$ cat config.mk
export PLATFORM = sky130hd
export DESIGN_NAME = bscan_chain
export DESIGN_NICKNAME = d
export VERILOG_FILES = /design/src/rtl/bscan_pkg.sv /design/src/rtl/bscan_mode_dec.sv /design/src/rtl/bscan_cell.sv /design/src/rtl/bscan_chain.sv
export SDC_FILE = /design/constraint.sdc
export NUM_CORES = 1
export LEC_CHECK = 0
export ABC_AREA = 1
export BUFFER_PORTS_ARGS = -buffer_cell sky130_fd_sc_hd__buf_2
export CAP_MARGIN = 20
export CORE_UTILIZATION = 40
export DETAILED_ROUTE_END_ITERATION = 8
export SLEW_MARGIN = 40
export SYNTH_ARGS = -nofsm -noshare
export SYNTH_HDL_FRONTEND = slang
export SYNTH_SLANG_ARGS = --single-unit
$ cat constraint.sdc
create_clock -name clk -period 2.9 [get_ports clk]
set_clock_uncertainty 0.15 [all_clocks]
set_input_delay 0.29 -clock clk [delete_from_list [all_inputs] [get_ports clk]]
set_output_delay 0.29 -clock clk [all_outputs]
set_load 0.01 [all_outputs]
$ cat src/rtl/bscan_pkg.sv
package bscan_pkg;
  typedef enum logic [1:0] {
    TM_FUNC   = 2'b00,
    TM_BOARD  = 2'b01,
    TM_CORE   = 2'b10,
    TM_SPARE  = 2'b11
  } test_mode_e;
endpackage

$ cat src/rtl/bscan_mode_dec.sv
module bscan_mode_dec
  import bscan_pkg::*;
(
  input  logic [1:0] mode,
  output logic       drive_core,
  output logic       drive_pins
);
  test_mode_e m;

  always_comb begin
    m          = test_mode_e'(mode);
    drive_core = 1'b0;
    drive_pins = 1'b0;
    case (m)
      TM_BOARD: drive_pins = 1'b1;
      TM_CORE: begin
        drive_core = 1'b1;
        drive_pins = 1'b1;
      end
      default: ;
    endcase
  end
endmodule

$ cat src/rtl/bscan_cell.sv
module bscan_cell (
  input  logic clk,
  input  logic rst,
  input  logic par_in,
  input  logic ser_in,
  input  logic func_in,
  input  logic clock_dr,
  input  logic shift_dr,
  input  logic update_dr,
  input  logic sel_latch,
  output logic cap_q,
  output logic upd_q,
  output logic func_out
);
  always_ff @(posedge clk) begin
    if (rst) begin
      cap_q <= 1'b0;
      upd_q <= 1'b0;
    end else begin
      if (clock_dr)  cap_q <= shift_dr ? ser_in : par_in;
      if (update_dr) upd_q <= cap_q;
    end
  end

  assign func_out = sel_latch ? upd_q : func_in;
endmodule

$ cat src/rtl/bscan_chain.sv
module bscan_chain #(
  parameter int N_IN  = 4,
  parameter int N_OUT = 3
) (
  input  logic             clk,
  input  logic             rst,
  input  logic [1:0]       mode,
  input  logic             clock_dr,
  input  logic             shift_dr,
  input  logic             update_dr,
  input  logic             sin,
  output logic             sout,
  input  logic [N_IN-1:0]  pin_in,
  output logic [N_IN-1:0]  core_in,
  input  logic [N_OUT-1:0] core_out,
  output logic [N_OUT-1:0] pin_out
);
  localparam int LEN = N_IN + N_OUT;

  logic [LEN-1:0] cap_q;
  logic [LEN-1:0] upd_q;
  logic [LEN-1:0] ser_in;
  logic [LEN-1:0] par_in;
  logic [LEN-1:0] func_out;
  logic           drive_core;
  logic           drive_pins;

  bscan_mode_dec u_dec (
    .mode       (mode),
    .drive_core (drive_core),
    .drive_pins (drive_pins)
  );

  // Cells 0..N_IN-1 sit on inputs, the rest on outputs.
  assign par_in = {core_out, pin_in};
  assign ser_in = {cap_q[LEN-2:0], sin};

  for (genvar k = 0; k < LEN; k++) begin : g_cell
    logic sel;
    if (k < N_IN) begin : g_in
      assign sel = drive_core;
    end else begin : g_out
      assign sel = drive_pins;
    end

    bscan_cell u_cell (
      .clk       (clk),
      .rst       (rst),
      .par_in    (par_in[k]),
      .ser_in    (ser_in[k]),
      .func_in   (par_in[k]),
      .clock_dr  (clock_dr),
      .shift_dr  (shift_dr),
      .update_dr (update_dr),
      .sel_latch (sel),
      .cap_q     (cap_q[k]),
      .upd_q     (upd_q[k]),
      .func_out  (func_out[k])
    );
  end

  assign core_in = func_out[N_IN-1:0];
  assign pin_out = func_out[LEN-1:N_IN];
  assign sout    = cap_q[LEN-1];
endmodule

Word level (Yosys, flattened, before mapping)
Cells that the tools add are included.
- bits in registers: 14
- output and inout bits: 8
- logic and storage cells: 33
- equality and inequality tests: 2
- multiplexer cells: 16
- reductions and logical operators: 1
- operator list (operator ; number):
    $mux 1 ; 16
    $eq 2x1->1 const B ; 1
    $eq 2x2->1 const B ; 1
    $reduce_or 2->1 ; 1

Logic depth before layout (Yosys ltp)
- depth after elaboration: 4
- gate-level depth with buffers: 6

Modules after synthesis
A second synthesis with hierarchy kept.
- cells, all modules: 122
- area, all modules: 720.7 µm²
- modules (own cells, without submodules) (module ; instances ; cells each ; area each (µm²)):
    bscan_cell ; 7 ; 17 ; 100.1
    bscan_mode_dec ; 1 ; 3 ; 20.0

Least setup slack after synthesis
No wires, ideal clock.
- kind: in2out
- from: input port mode[0]
- to: output port pin_out[0]
- arrival: 0.939 ns
- data required time: 2.460 ns
- slack: 1.521 ns
- cell stages on the path: 4
- path buffers: 1
- cell sequence: inv_1 -> ha_1 -> o21ai_0 -> buf_4
- longest elaborated chain between the ends: 4
- elaborated cells between the ends (all ways): 5
- those cells by class: eq/ne (2); mux (2); reduce/logical (1)
- ends and longest elaborated chain (what ; line ; RTL):
    from (decl) ; bscan_chain.sv:7 ; input logic [1:0] mode,
    $eq 2x1->1 or $eq 2x2->1 (tied branches) ; bscan_mode_dec.sv:14 ; case (m)
    $reduce_or 2->1 (no source line) (*) ; n/a ;
    $mux 1 (*) ; bscan_mode_dec.sv:14 ;
    $mux 1 (*) ; bscan_cell.sv:25 ; assign func_out = sel_latch ? upd_q : func_in;
    to (decl) ; bscan_chain.sv:16 ; output logic [N_OUT-1:0] pin_out
Mark *: on every way between the ends. The rest lies on a longest branch, timed or not.

Final worst setup path
Same ends and word-level chain as after synthesis.

==> results by group <==
Run status
  • Status: finished clean

Drt
  • 1st-pass router iterations: 4
  • Drt via density: 4.18
  • Routed Wire Length: 1.42 mm
  • Drt first-iter violations: 10
  • Total via count in the routed design: 664
  • Remaining antenna violation count: 0
  • Wire length per cell: 8.94 um
  • Residual DRC: 0

Synthesis
  • Parity-gate share of the synthesized area counting xor and xnor cells: 0%
  • Complex-gate fraction of the synthesized area: 9.18%
  • Sequential area share after synthesis: 36.7%
  • Average footprint of a synthesized cell: 6.36 sq um
  • Net count of the mapped netlist: 136
  • Cells after Synth: 120
  • Count of yosys warnings during synthesis: 0
  • Multiplexer share of the synthesized area: 0%
  • Synthesized flop and latch total: 14
  • Cell area after synthesis: 763 sq um
  • Dominant combinational cell family by area after synthesis: simple AND/OR/NAND/NOR gates
  • Count of different cell masters after synthesis: 11
  • Adder-cell area share of the yosys netlist: 1.64%
  • Share of synthesized cell area in and, or, nand and nor gates: 32.1%

Clock tree
  • Post-CTS setup-driven buffer insertion count: 0
  • Number of clock sinks: 14
  • Latest clock arrival within the worst-skew pair: 270 ps
  • Post_cts resized: 0
  • Number of H-tree levels: 1
  • Deepest clock path buffer count: 2
  • TritonCTS clock tree: yes
  • Hold-fix buffers at CTS: 0
  • Total clock buffers created by CTS: 3
  • Clock root buffer: sky130_fd_sc_hd__clkbuf_4
  • Clock transition at path regs: 80 ps

Floorplanning
  • Die Span X: 45.7 um
  • Initial Utilization: 43.3%
  • Die span in y: 45.7 um
  • CORE AREA: 1760 sq um
  • Die area: 2090 sq um
  • Number of placement rows: 15
  • I/O pins: 23

Job
  • Number of max-cap violations: 0

Cells and area
  • Number of fill cells in the layout: 218
  • Number of antenna repair diodes: 0
  • Fin util: 47.4%
  • Layout cells sized above 1: 18.7%
  • Final net count: 152
  • Layout overhead on the synthesized area: 9.51%

Global route
  • Global-route wire length before repair: 2.22 mm
  • Via count of the first global-routing pass: 497
  • Global-route total usage across every layer: 15.4%
  • Maximum number of pins on one net before global-route repair: 15
  • Global route total overflow: 0
  • Initial antenna violation count: 0

Place
  • Setup slack after placement: 1400 ps
  • Final HPWL from detailed placement: 1.09 mm
  • Number of buffers inserted by port buffering: 22
  • GPL Wtd Cong: 0.763

Critical path
  • Kind of capture point of the worst setup path: primary output
  • Launching element type of the critical path: input pin
  • Delay of the slowest cell on the worst path: 340 ps
  • Master of the slowest instance on the critical path: sky130_fd_sc_hd__ha_1
  • Data arrival time of the critical path: 1050 ps
  • Most frequent cell on the critical path: sky130_fd_sc_hd__buf_2
  • Largest driver fanout on the critical path: 6
  • Required time of the critical path: 2460 ps
  • Ordered cell list for the critical path: buf_2 > inv_1 > ha_1 > o21ai_0 > buf_2
  • Category of the most critical setup path: input pin to primary output

Timing
  • Actual transition at the worst max-transition pin: 262 ps
  • Final Critical Period: 1490 ps
  • Final hold violation count: 0
  • PnR worst setup slack: 1410 ps
  • RSZ-0062 raised after global routing: no
  • Worst-case headroom to the max-slew limit: 82.5%
  • Maximum frequency from static timing analysis: 670 MHz
  • Endpoints failing setup: 0
  • Max-slew violation total from the final report: 0
  • Summed negative setup slack over all endpoints: 0 ps
  • Final worst-path cycle share: 51.5%

Pwr
  • Clk pwr share: 27.6%
  • Combinational fraction of design power: 17.9%
  • Worst IR drop on VDD: 0.213 mV
  • Internal cell power: 0.280 mW
  • Pwr Total: 0.385 mW
  • Sequential power share: 54.5%
  • Power per cell area: 461 nW/um^2
  • Sw Pwr: 0.105 mW
  • Sw Share: 27.4%
  • Leakage component of the power: 0.445 nW

Worst hold path
  • Worst hold path type: input pin to flip-flop
cells in the mapped netlist, drive strengths merged:
master  count  share of area [%]
nand3       7                4.6
ha          1                1.6
dfxtp      14                 37
o21ai       7                4.6
buf        11                 12
inv        17                8.4
nand2      42                 21
a21oi       7                4.6
nor2       14                6.9
cell usage in the layout, fill, tap and decap left out:
master	count
sky130_fd_sc_hd__a21oi_1	7
sky130_fd_sc_hd__buf_2	22
sky130_fd_sc_hd__clkbuf_4	3
sky130_fd_sc_hd__dfxtp_1	14
sky130_fd_sc_hd__ha_1	1
sky130_fd_sc_hd__inv_1	17
sky130_fd_sc_hd__nand2_1	42
sky130_fd_sc_hd__nand3_1	7
sky130_fd_sc_hd__nor2_1	14
sky130_fd_sc_hd__o21ai_0	7
power by group through the flow:
stage / combinational, mW / sequential, mW / clock (mW)
after CTS: 0.0696 / 0.210 / 0.112
after detailed placement: 0.0695 / 0.214 / 0
after floorplan: 0.0580 / 0.213 / 0
after global routing: 0.0799 / 0.211 / 0.122
after global placement: 0.0681 / 0.214 / 0
final: 0.0689 / 0.210 / 0.106
worst max-delay path: cells and delay by family:
kind	cells	cell delay, ps
adder cells (fa/ha/maj)	1	340
AO/OA/AOI/OAI	1	170
buffers and inverters	3	250
sequential cells by signal, summed over array words and instances (netlist names):
register and count:
g_cell.u_cell.cap_q 7, g_cell.u_cell.upd_q 7
final cells by class:
cell class / instances / area (sq um) / share of cell area, %
timing repair buffer: 22 / 110 / 13.2
inverter: 17 / 63.8 / 7.63
sequential: 14 / 280 / 33.5
tap: 25 / 31.3 / 3.74
clock buffer: 3 / 22.5 / 2.69
multi-input combinational: 78 / 328 / 39.2
final timing paths:
kind,startpoint,endpoint,slack [ps],depth (start not counted)
min reg2reg,g_cell[2].u_cell.upd_q$_SDFFE_PP0P_,g_cell[2].u_cell.upd_q$_SDFFE_PP0P_,310,2
max reg2reg,g_cell[0].u_cell.cap_q$_SDFFE_PP0P_,g_cell[0].u_cell.cap_q$_SDFFE_PP0P_,2080,4
max,mode[0],pin_out[0],1410,5
min,sin,g_cell[0].u_cell.cap_q$_SDFFE_PP0P_,160,5
metal layers:
metal  vias up  global-route usage (%)  wire, um
met5         -                       0         0
met4         0                    9.09        13
met3         2                    2.38        64
met2        16                    20.0       564
met1       263                    23.4       778
li1        383                       -         -
cells by family after synthesis:
kind of cell,count (synthesis)
and+or+nand+nor,63
buffers and inverters,28
AOI/OAI and AO/OA,14
DFF,14
adders and majority gates,1
stage by stage:
step	cell area (sq um)	std cells	hold WS, ps
finish	836	159	157
detailed placement	813	156	304
CTS	836	159	155
global route	836	159	176
global placement	813	156	302
floorplan	763	120	288
(Power assumes the default switching activity.)
